**src/rtl/i2cw_pkg.sv**
```systemverilog
package i2cw_pkg;
   typedef enum logic [2:0] {
      PH_IDLE,
      PH_ADDR,
      PH_ADDR_ACK,
      PH_DATA,
      PH_DATA_ACK,
      PH_SKIP
   } phase_t;

   typedef enum logic [1:0] {
      AC_REJECT,
      AC_ACCEPT,
      AC_HSCODE
   } addr_class_t;
endpackage

```
**src/rtl/i2cw_line_sync.sv**
```systemverilog
module i2cw_line_sync #(
   parameter int unsigned STAGES  = 2,
   parameter bit          IDLE_LV = 1'b1
) (
   input  logic clk,
   input  logic rst_n,
   input  logic d_i,
   output logic q_o
);
   if (STAGES < 2) begin : g_bad_stages
      $error("i2cw_line_sync: STAGES must be at least 2");
   end

   logic [STAGES-1:0] chain;

   always_ff @(posedge clk) begin
      if (!rst_n) chain <= {STAGES{IDLE_LV}};
      else        chain <= {chain[STAGES-2:0], d_i};
   end

   assign q_o = chain[STAGES-1];
endmodule

```
**src/rtl/i2cw_cond_det.sv**
```systemverilog
module i2cw_cond_det (
   input  logic clk,
   input  logic rst_n,
   input  logic scl_s,
   input  logic sda_s,
   output logic scl_rise,
   output logic scl_fall,
   output logic start_det,
   output logic stop_det
);
   logic scl_q, sda_q;

   always_ff @(posedge clk) begin
      if (!rst_n) begin
         scl_q <= 1'b1;
         sda_q <= 1'b1;
      end else begin
         scl_q <= scl_s;
         sda_q <= sda_s;
      end
   end

   assign scl_rise  =  scl_s & ~scl_q;
   assign scl_fall  = ~scl_s &  scl_q;
   assign start_det =  scl_s &  scl_q &  sda_q & ~sda_s;
   assign stop_det  =  scl_s &  scl_q & ~sda_q &  sda_s;
endmodule

```
**src/rtl/i2cw_addr_dec.sv**
```systemverilog
module i2cw_addr_dec
   import i2cw_pkg::*;
#(
   parameter logic [5:0] DEV_PREFIX = 6'b100110,
   parameter bit         BCAST_EN   = 1'b1,
   parameter logic [7:0] BCAST_ADDR = 8'h90,
   parameter logic [4:0] HS_PREFIX  = 5'b00001
) (
   input  logic [7:0]  byte_i,
   input  logic        sel_i,
   output addr_class_t cls_o
);
   logic own_hit, bc_hit, hs_hit;

   assign own_hit = (byte_i == {DEV_PREFIX, sel_i, 1'b0});
   assign hs_hit  = (byte_i[7:3] == HS_PREFIX);

   if (BCAST_EN) begin : g_bcast
      assign bc_hit = (byte_i == BCAST_ADDR);
   end else begin : g_no_bcast
      assign bc_hit = 1'b0;
   end

   always_comb begin
      cls_o = AC_REJECT;
      if (hs_hit)                cls_o = AC_HSCODE;
      else if (own_hit || bc_hit) cls_o = AC_ACCEPT;
   end
endmodule

```
**src/rtl/i2cw_slave.sv**
```systemverilog
module i2cw_slave
   import i2cw_pkg::*;
#(
   parameter int unsigned NSYNC      = 2,
   parameter int unsigned IDX_W      = 4,
   parameter logic [5:0]  DEV_PREFIX = 6'b100110,
   parameter bit          BCAST_EN   = 1'b1,
   parameter logic [7:0]  BCAST_ADDR = 8'h90
) (
   input  logic             clk,
   input  logic             rst_n,
   input  logic             scl_i,
   input  logic             sda_i,
   input  logic             sel_i,
   output logic             sda_pull_o,
   output logic             byte_vld_o,
   output logic [7:0]       byte_o,
   output logic [IDX_W-1:0] byte_idx_o,
   output logic             ack_done_o,
   output logic             hs_mode_o
);
   localparam int unsigned BITS  = 8;
   localparam int unsigned CNT_W = $clog2(BITS + 1);
   localparam logic [CNT_W-1:0] LAST_BIT = CNT_W'(BITS);

   if (IDX_W < 1) begin : g_bad_idx
      $error("i2cw_slave: IDX_W must be at least 1");
   end

   logic scl_s, sda_s;
   logic scl_rise, scl_fall, start_det, stop_det;
   logic sel_lat;
   phase_t phase;
   logic [CNT_W-1:0] bit_cnt;
   logic [BITS-1:0]  shreg;
   addr_class_t      cls;

   i2cw_line_sync #(.STAGES(NSYNC), .IDLE_LV(1'b1)) u_scl_sync (
      .clk(clk), .rst_n(rst_n), .d_i(scl_i), .q_o(scl_s));
   i2cw_line_sync #(.STAGES(NSYNC), .IDLE_LV(1'b1)) u_sda_sync (
      .clk(clk), .rst_n(rst_n), .d_i(sda_i), .q_o(sda_s));

   i2cw_cond_det u_cond (
      .clk(clk), .rst_n(rst_n), .scl_s(scl_s), .sda_s(sda_s),
      .scl_rise(scl_rise), .scl_fall(scl_fall),
      .start_det(start_det), .stop_det(stop_det));

   i2cw_addr_dec #(
      .DEV_PREFIX(DEV_PREFIX), .BCAST_EN(BCAST_EN), .BCAST_ADDR(BCAST_ADDR)
   ) u_adec (
      .byte_i(shreg), .sel_i(sel_lat), .cls_o(cls));

   always_ff @(posedge clk) begin
      if (!rst_n) begin
         phase      <= PH_IDLE;
         bit_cnt    <= '0;
         shreg      <= '0;
         sel_lat    <= sel_i;
         sda_pull_o <= 1'b0;
         byte_vld_o <= 1'b0;
         byte_o     <= '0;
         byte_idx_o <= '0;
         ack_done_o <= 1'b0;
         hs_mode_o  <= 1'b0;
      end else begin
         byte_vld_o <= 1'b0;
         ack_done_o <= 1'b0;
         if (stop_det) begin
            phase      <= PH_IDLE;
            sda_pull_o <= 1'b0;
            hs_mode_o  <= 1'b0;
         end else if (start_det) begin
            phase      <= PH_ADDR;
            bit_cnt    <= '0;
            sda_pull_o <= 1'b0;
            byte_idx_o <= '0;
         end else begin
            unique case (phase)
               PH_ADDR, PH_DATA: begin
                  if (scl_rise && bit_cnt != LAST_BIT) begin
                     shreg   <= {shreg[BITS-2:0], sda_s};
                     bit_cnt <= bit_cnt + 1'b1;
                  end else if (scl_fall && bit_cnt == LAST_BIT) begin
                     if (phase == PH_ADDR) begin
                        unique case (cls)
                           AC_ACCEPT: begin
                              sda_pull_o <= 1'b1;
                              phase      <= PH_ADDR_ACK;
                           end
                           AC_HSCODE: begin
                              hs_mode_o <= 1'b1;
                              phase     <= PH_SKIP;
                           end
                           default: phase <= PH_SKIP;
                        endcase
                     end else begin
                        sda_pull_o <= 1'b1;
                        byte_vld_o <= 1'b1;
                        byte_o     <= shreg;
                        phase      <= PH_DATA_ACK;
                     end
                  end
               end
               PH_ADDR_ACK, PH_DATA_ACK: begin
                  if (scl_fall) begin
                     sda_pull_o <= 1'b0;
                     bit_cnt    <= '0;
                     phase      <= PH_DATA;
                     if (phase == PH_DATA_ACK) begin
                        ack_done_o <= 1'b1;
                        if (byte_idx_o != {IDX_W{1'b1}})
                           byte_idx_o <= byte_idx_o + 1'b1;
                     end
                  end
               end
               default: ;
            endcase
         end
      end
   end
endmodule

```
**config.mk**
```make
export PLATFORM = sky130hd
export DESIGN_NAME = i2cw_slave
export DESIGN_NICKNAME = d
export VERILOG_FILES = /design/src/rtl/i2cw_pkg.sv /design/src/rtl/i2cw_line_sync.sv /design/src/rtl/i2cw_cond_det.sv /design/src/rtl/i2cw_addr_dec.sv /design/src/rtl/i2cw_slave.sv
export SDC_FILE = /design/constraint.sdc
export NUM_CORES = 1
export LEC_CHECK = 0
export BUFFER_PORTS_ARGS = -buffer_cell sky130_fd_sc_hd__buf_2
export CAP_MARGIN = 20
export CORE_ASPECT_RATIO = 1.25
export CORE_MARGIN = 5
export CORE_UTILIZATION = 35
export DETAILED_ROUTE_END_ITERATION = 10
export HOLD_SLACK_MARGIN = 0.03
export PLACE_DENSITY = 0.63
export SYNTH_ARGS = -nofsm -noshare
export SYNTH_HDL_FRONTEND = slang
export SYNTH_SLANG_ARGS = --single-unit
```
**constraint.sdc**
```tcl
create_clock -name clk -period 1.65 [get_ports clk]
set_input_delay 0.0825 -clock clk [delete_from_list [all_inputs] [get_ports clk]]
set_output_delay 0.0825 -clock clk [all_outputs]
set_load 0.05 [all_outputs]
```
==> metrics.txt, run 1 <==
Antenna Nets Post-Route 0; number of antenna violations at the first check in global routing 0; largest cells by area after synthesis dfxtp_1 (44%), a21oi_1 (6.2%), nand2_1 (6.0%); leading area contributor after synthesis dfxtp_1; unrepaired setup endpoints after global routing yes; Peak VDD IR 0.428 mV; PnR Total Power 2000 uW; Hold Crit Depth 2; Slew headroom 0.639; largest net degree at the start of global routing 18; PwrDens 927 mW/mm^2; clock edge transition at the registers on the reported setup and hold paths 0.07 ns; DRC 0; fin. max-slew vios 0; GR Overflow Total 0; r2r worst-path depth 6; Hold Path End u_cond.scl_q$_SDFF_PN1_; global-route wire length before repair 6.17 mm; Mapped Nets 203; setup tns final 0 ns; register area share after synthesis 0.454; clk buf depth 2; gr usage total 0.123; ys async rst share 0; CP Capture Type flip-flop; initial core utilization 0.359; clk sinks 38; FMAX 622 MHz; TritonCTS Buffers 5; switching power 381 uW; Die Y 87.9 um; #FFs+latches synth 38; post-synth cell types 42; Leakage 0.000878 uW; post-synth top area share 0.436; Clock power frac 0.481; Ports 21; Critical Path Fanout Max 5; CP startpoint kind flip-flop; Flop pwr share 0.472; R2R Setup Slk 0.04 ns; routability cong. 0.734; R2R Path End byte_idx_o[0]$_SDFFE_PN0P_; Final setup viols 0; post-route clock period utilization 0.975; hold_sp rst_n; final hold vios 0; part of the power in combinational logic 0.046; die area 0.00636 mm^2; commonest non-fill, non-tap cell in the layout dfxtp_1; CTS tree built; layout cell share with drive strength beyond 1 0.249; Die W 72.3 um; CP arrival 1.79 ns; Synth Warn # 0; min-delay worst type input pin to flip-flop; routed wire length 3.62 mm; clock root buffer clkbuf_8; drt first pass iters 4; Worst-Margin Slew 0.541 ns; synthesized area 0.00170 mm^2; Mean Syn Cell Area 8.71 um^2; cell-internal power 1620 uW; I/O Buffers 20; Post-synth EDFFs 1; CP max-delay cell dfxtp_4; Fin Clk Skew 0.00619 ns; worst skew pair latency 0.28 ns; sw frac 0.191; DR iter-0 viols 84; vias in the first global route 1,438; vias after detailed routing 1,510; area grow syn2layout 26.7%; worst path required time 1.83 ns; slowest stage delay, CP 0.36 ns; status finished, final reports clean; max cap viols 0; dominant synthesized flop cell dfxtp_1; commonest non-fill, non-tap cells in the layout dfxtp_1 (33), nand2_1 (26), a21oi_1 (21); Max H-tree Level 2; Cells after Synth 195; reg2reg start byte_idx_o[0]$_SDFFE_PN0P_; DR WL/cell 12.5 um; ANT cells 0; # nets final 236; crit path cell chain ha_4 > and3_4 > o41ai_4 > buf_4 > a21oi_1 > a32o_1; Tmin final 1.61 ns; HPWL after DPL 2.64 mm; WS Path Type flip-flop to flip-flop; Core Region 0.00473 mm^2; FP Rows 28; vias per cell 5.22
-- area by class of cell --
type,instances,area [um^2]
clock buffers,6,82.6
clock inverters,2,60.1
fillers,468,2580
inverters,7,26.3
multi-input cells,139,893
flip-flops and latches,38,781
well taps,60,75.1
repair buffers,37,235
-- critical path, delay by kind of cell (launching register included) --
family / cells / cell delay (ns)
compound gates: 3 / 0.64
flops: 1 / 0.36
simple gates: 1 / 0.18
buf+inv: 1 / 0.18
fa+ha+maj: 1 / 0.15
-- layer usage --
layer / track usage / share of wire
met4: 0.0530 / 0.020
met3: 0.0264 / 0.045
met2: 0.227 / 0.52
met1: 0.133 / 0.42
met5: 0 / 0
-- stage by stage --
step | utilization | hold slack (ns) | setup slack [ns] | cell area (um^2) | std cells
after detailed placement | 0.413 | 0.261 | 0.0575 | 1950 | 277
after global routing | 0.455 | 0.132 | -0.0267 | 2150 | 289
after global placement | 0.413 | 0.260 | 0.0673 | 1950 | 277
after floorplan | - | 0.156 | 0.00416 | 1720 | 195
after CTS | 0.449 | 0.117 | 0.0408 | 2120 | 288
final | 0.455 | 0.124 | 0.0413 | 2150 | 289
-- worst max-delay path by stage --
stage	startpoint	endpoint	slack [ns]	cells past startpoint
finish	byte_idx_o[0]$_SDFFE_PN0P_	byte_idx_o[0]$_SDFFE_PN0P_	0.04	6
global placement	byte_idx_o[0]$_SDFFE_PN0P_	byte_idx_o[2]$_SDFFE_PN0P_	0.07	5
CTS	byte_idx_o[0]$_SDFFE_PN0P_	byte_idx_o[3]$_SDFFE_PN0P_	0.04	5
global route	byte_idx_o[0]$_SDFFE_PN0P_	byte_idx_o[1]$_SDFFE_PN0P_	-0.03	7
detailed placement	byte_idx_o[0]$_SDFFE_PN0P_	byte_idx_o[3]$_SDFFE_PN0P_	0.06	5
floorplan	byte_idx_o[0]$_SDFFE_PN0P_	byte_idx_o[3]$_SDFFE_PN0P_	0.004	5
-- synthesized netlist by cell type, types with 3 or more instances --
library cell  count
dfxtp_1          37
o2111ai_1         3
a21oi_1          21
nand2b_1          6
nor3b_1           3
mux2i_1           3
and3_1            7
nor2_1            3
clkbuf_1          8
o21ai_1           9
nor4_1            3
nand2_1          27
inv_1             7
ha_1              3
buf_2             3
nand3_1          18
-- state kept, by name, summed over array words and instances, names as in the netlist, 2 cells and up --
signal and flops:
byte_o 8, shreg 8, bit_cnt 4, byte_idx_o 4, phase 3, u_scl_sync.chain 2
u_sda_sync.chain 2
-- power groups by stage --
| stage | registers (uW) | logic [uW] | clock network (uW) |
|---|---|---|---|
| after floorplan | 963 | 54.5 | 0 |
| after global placement | 963 | 84.0 | 0 |
| after detailed placement | 964 | 84.7 | 0 |
| after CTS | 942 | 90.4 | 993 |
| after global routing | 945 | 101 | 1020 |
| final | 943 | 92.4 | 961 |
-- logic make-up (layout without fill, tap and decap cells) --
logic type                 Yosys count  in the layout  synth area share
AOI/OAI and AO/OA                   50             50             0.199
xor gates and xnor gates             2              2            0.0103
adders and majority gates            3              3            0.0221
buffers and inverters               18             52            0.0420
DFF                                 38             38             0.454
muxes                                5              5            0.0309
and+or+nand+nor                     79             79             0.242
-- timing repair --
item,in CTS,in global routing
setup endpoints to repair,0,12
endpoints found under the hold margin,3,0
hold buffers,3,0
setup buffers,0,1
gates resized for setup,0,7
No activity file was read; power rests on OpenSTA's default activity.
==> inputs of run 2 (changes only) <==
Settings changed: CORE_MARGIN 5 to default.
==> metrics.txt, run 2 (synthesis results as in run 1) <==
clk buf depth 2; placed cells 276; PnR Total Power 1670 uW; gr usage total 0.158; clock edge transition at the registers on the reported setup and hold paths 0.07 ns; PwrDens 799 mW/mm^2; CP arrival 1.81 ns; post-route clock period utilization 0.993; crit path from byte_idx_o[0]$_SDFFE_PN0P_; Critical Path Fanout Max 5; FMAX 611 MHz; reg2reg start byte_idx_o[0]$_SDFFE_PN0P_; die area 0.00514 mm^2; commonest non-fill, non-tap cell in the layout dfxtp_1; vias in the first global route 1,382; routability cong. 0.803; unrepaired setup endpoints after global routing yes; number of antenna violations at the first check in global routing 0; drt first pass iters 4; global-route wire length before repair 6.23 mm; # nets final 235; status finished, final reports clean; Max H-tree Level 2; Antenna Nets Post-Route 0; slowest stage delay, CP 0.39 ns; CP Capture Type flip-flop; Final setup viols 0; vias after detailed routing 1,467; WS Path Type flip-flop to flip-flop; clk sinks 38; Tmin final 1.64 ns; max cap viols 0; Core Region 0.00469 mm^2; Finished Core Util 0.446; fin. max-slew vios 0; hold_sp rst_n; Worst-Margin Slew 0.392 ns; area grow syn2layout 23.3%; CP startpoint kind flip-flop; commonest non-fill, non-tap cells in the layout dfxtp_1 (33), nand2_1 (27), a21oi_1 (21); top flop regs byte_o x8, shreg x8; Slew headroom 0.738; layout cell share with drive strength beyond 1 0.232; largest net degree at the start of global routing 15; CP max-delay cell o41ai_4; ANT cells 0; I/O Buffers 20; Leakage 0.000848 uW; TritonCTS Buffers 5; routed wire length 3.54 mm; Die W 64.3 um; Ports 21; vias per cell 5.09; DRC 0; HPWL after DPL 2.69 mm; crit path cell chain ha_4 > and3_4 > o41ai_4 > nand3_1 > mux2_1; GR Overflow Total 0; CTS tree built; DR WL/cell 12.3 um; initial core utilization 0.362; min-delay worst type input pin to flip-flop; final hold vios 0; clock root buffer clkbuf_8; Peak VDD IR 0.561 mV; worst skew pair latency 0.29 ns; DR iter-0 viols 92; Fin Clk Skew 0.00487 ns; FP Rows 28; Layout Cells excl Fill 288; Die Y 79.9 um; worst path required time 1.82 ns
==> run 2: final timing paths <==
| path | end | slack, ns | cells past startpoint |
|---|---|---|---|
| min reg2reg | u_scl_sync.chain[1]$_SDFF_PN1_ | 0.41 | 1 |
| min | byte_idx_o[3]$_SDFFE_PN0P_ | 0.19 | 3 |
| max | byte_idx_o[2]$_SDFFE_PN0P_ | 0.01 | 5 |
| max reg2reg | byte_idx_o[2]$_SDFFE_PN0P_ | 0.01 | 5 |
==> run 2: final cells by class <==
class,count,area (um^2)
well taps,60,75.1
multi-input cells,139,895
fillers,475,2600
repair buffers,36,228
flip-flops and latches,38,781
clock buffers,8,90.1
inverters,7,26.3
==> run 2: where the power goes <==
| group | total [uW] | switching (uW) | leakage, uW | internal [uW] |
|---|---|---|---|---|
| Combinational | 92.3 | 51.5 | 0.000490 | 40.9 |
| Clock | 639 | 298 | 0.0000455 | 340 |
| Sequential | 942 | 11.5 | 0.000312 | 930 |
==> run 2: stage by stage <==
stage | worst slack [ns] | area [um^2] | setup TNS [ns] | hold slack [ns]
2_1_floorplan | 0.00416 | 1720 | 0 | 0.156
3_3_place_gp | 0.0288 | 1940 | 0 | 0.261
3_5_place_dp | 0.0148 | 1940 | 0 | 0.266
4_1_cts | 0.00395 | 2060 | 0 | 0.191
5_1_grt | -0.0478 | 2090 | -0.122 | 0.193
6_report | 0.0121 | 2090 | 0 | 0.193
==> run 2: worst max-delay path, delay by kind of cell (launching register included) <==
kind / cells / cell delay [ns]
multiplexers: 1 / 0.32
AO/OA/AOI/OAI: 1 / 0.39
AND/OR/NAND/NOR: 2 / 0.31
adder cells (fa/ha/maj): 1 / 0.15
flip-flops: 1 / 0.36
==> run 2: repair_timing <==
| item | CTS | global route |
|---|---|---|
| gates resized for setup | 0 | 6 |
| endpoints found under the setup margin | 0 | 11 |
| buffers inserted | 0 | 1 |
| hold endpoints to repair | 3 | 0 |
| hold buffers | 3 | 0 |
==> run 2: metal layers <==
metal  global-route usage  vias up  wire, um  share of wire
li1                     -      764         -              -
met1                0.173      674      1580           0.44
met2                0.281       23      1780           0.50
met3               0.0429        6       122          0.034
met4               0.0733        0        65          0.018
met5                    0        -         0              0
==> inputs of run 3 (changes only) <==
Settings changed: CORE_ASPECT_RATIO 1.25 to 1.75, PLACE_DENSITY 0.63 to 0.56.
==> metrics.txt, run 3 (synthesis results as in run 1) <==
smallest hold slack 0.117 ns; worst skew pair latency 0.29 ns; clk buf depth 2; Core Region 0.00467 mm^2; footprint of the multi-input gates 892 um^2; routability cong. 0.729; status finished, final reports clean; Die Y 94.2 um; global-route wire length before repair 5.94 mm; layout cell share with drive strength beyond 1 0.243; ANT cells 0; Critical Path Fanout Max 5; I/O Buffers 20; initial core utilization 0.364; setup ws final 0.0710 ns; DR iter-0 viols 35; DRC 0; CTS tree built; fill count 477; DR WL/cell 13.4 um; CP arrival 1.76 ns; top flop regs byte_o x8, shreg x8; PwrDens 803 mW/mm^2; number of antenna violations at the first check in global routing 0; FP Rows 33; CP startpoint kind flip-flop; Antenna Nets Post-Route 0; Ports 21; clock edge transition at the registers on the reported setup and hold paths 0.07 ns; unrepaired setup endpoints after global routing yes; worst slack at placement -0.00808 ns; Peak VDD IR 0.504 mV; HPWL after DPL 2.89 mm; CP Capture Type flip-flop; largest net degree at the start of global routing 19; final hold vios 0; commonest non-fill, non-tap cell in the layout dfxtp_1; Die W 54.7 um; Slew headroom 0.631; Final setup viols 0; commonest non-fill, non-tap cells in the layout dfxtp_1 (33), nand2_1 (27), a21oi_1 (21); # nets final 237; routed wire length 3.78 mm; WS Path Type flip-flop to flip-flop; Tmin final 1.58 ns; die area 0.00515 mm^2; Fin Clk Skew 0.00761 ns; Max H-tree Level 2; fin. max-slew vios 0; FMAX 633 MHz; max cap viols 0; clk sinks 38; vias per cell 5.35; gr usage total 0.162; worst path required time 1.83 ns; GR Overflow Total 0; post-route clock period utilization 0.957; vias after detailed routing 1,509; drt first pass iters 4; FF/Latch Area 781 um^2; TritonCTS Buffers 5; setup tns final 0 ns; area grow syn2layout 24.2%; Leakage 0.000863 uW; vias in the first global route 1,322; min-delay worst type input pin to flip-flop; Worst-Margin Slew 0.549 ns; clock root buffer clkbuf_8; R2R Setup Slk 0.07 ns
-- run 3: path summary, 6_finish.rpt --
kind	end	depth (start not counted)	from
worst min register to register	u_scl_sync.chain[1]$_SDFF_PN1_	1	u_scl_sync.chain[0]$_SDFF_PN1_
worst max-delay path	byte_idx_o[3]$_SDFFE_PN0P_	5	byte_idx_o[0]$_SDFFE_PN0P_
worst max register to register	byte_idx_o[3]$_SDFFE_PN0P_	5	byte_idx_o[0]$_SDFFE_PN0P_
worst min-delay path	u_cond.scl_q$_SDFF_PN1_	2	rst_n
-- run 3: report_power, final --
group,switching [uW],internal (uW),total [uW]
Combinational,51.9,41.2,93.1
Clock,323,337,660
Sequential,11.9,930,941
-- run 3: routing by layer --
layer	routed length [um]	global-route usage	vias to the layer above
met4	64	0.0833	0
met5	0	0	-
met3	104	0.0340	7
met1	1490	0.155	703
met2	2120	0.297	27
li1	-	-	772
-- run 3: repair_timing --
item,4_1_cts,5_1_grt
hold buffers,3,0
buffers inserted,0,0
hold endpoints to repair,3,0
setup endpoints to repair,2,14
pin swaps,1,0
cloned,0,0
resized for setup,0,6
-- run 3: final cells by class --
cell class / instances / share of cell area
Inverter: 7 / 0.0124
Clock inverter: 1 / 0.00237
Multi-Input combinational cell: 139 / 0.423
Clock buffer: 7 / 0.0409
Tap cell: 52 / 0.0308
Sequential cell: 38 / 0.370
Timing Repair Buffer: 38 / 0.121
-- run 3: critical path, cell delays in order (launching register included) --
cell and delay [ns]:
dfxtp_4 0.37, ha_4 0.16, and3_4 0.17, o41ai_4 0.32, nand3_1 0.13, mux2_1 0.32
-- run 3: through the flow --
step | util | area, um^2 | instances | power (uW)
2_1_floorplan | - | 1720 | 195 | 1020
3_3_place_gp | 0.422 | 1970 | 271 | 1050
3_5_place_dp | 0.422 | 1970 | 271 | 1050
4_1_cts | 0.448 | 2090 | 282 | 1720
5_1_grt | 0.452 | 2110 | 282 | 1750
6_report | 0.452 | 2110 | 282 | 1700
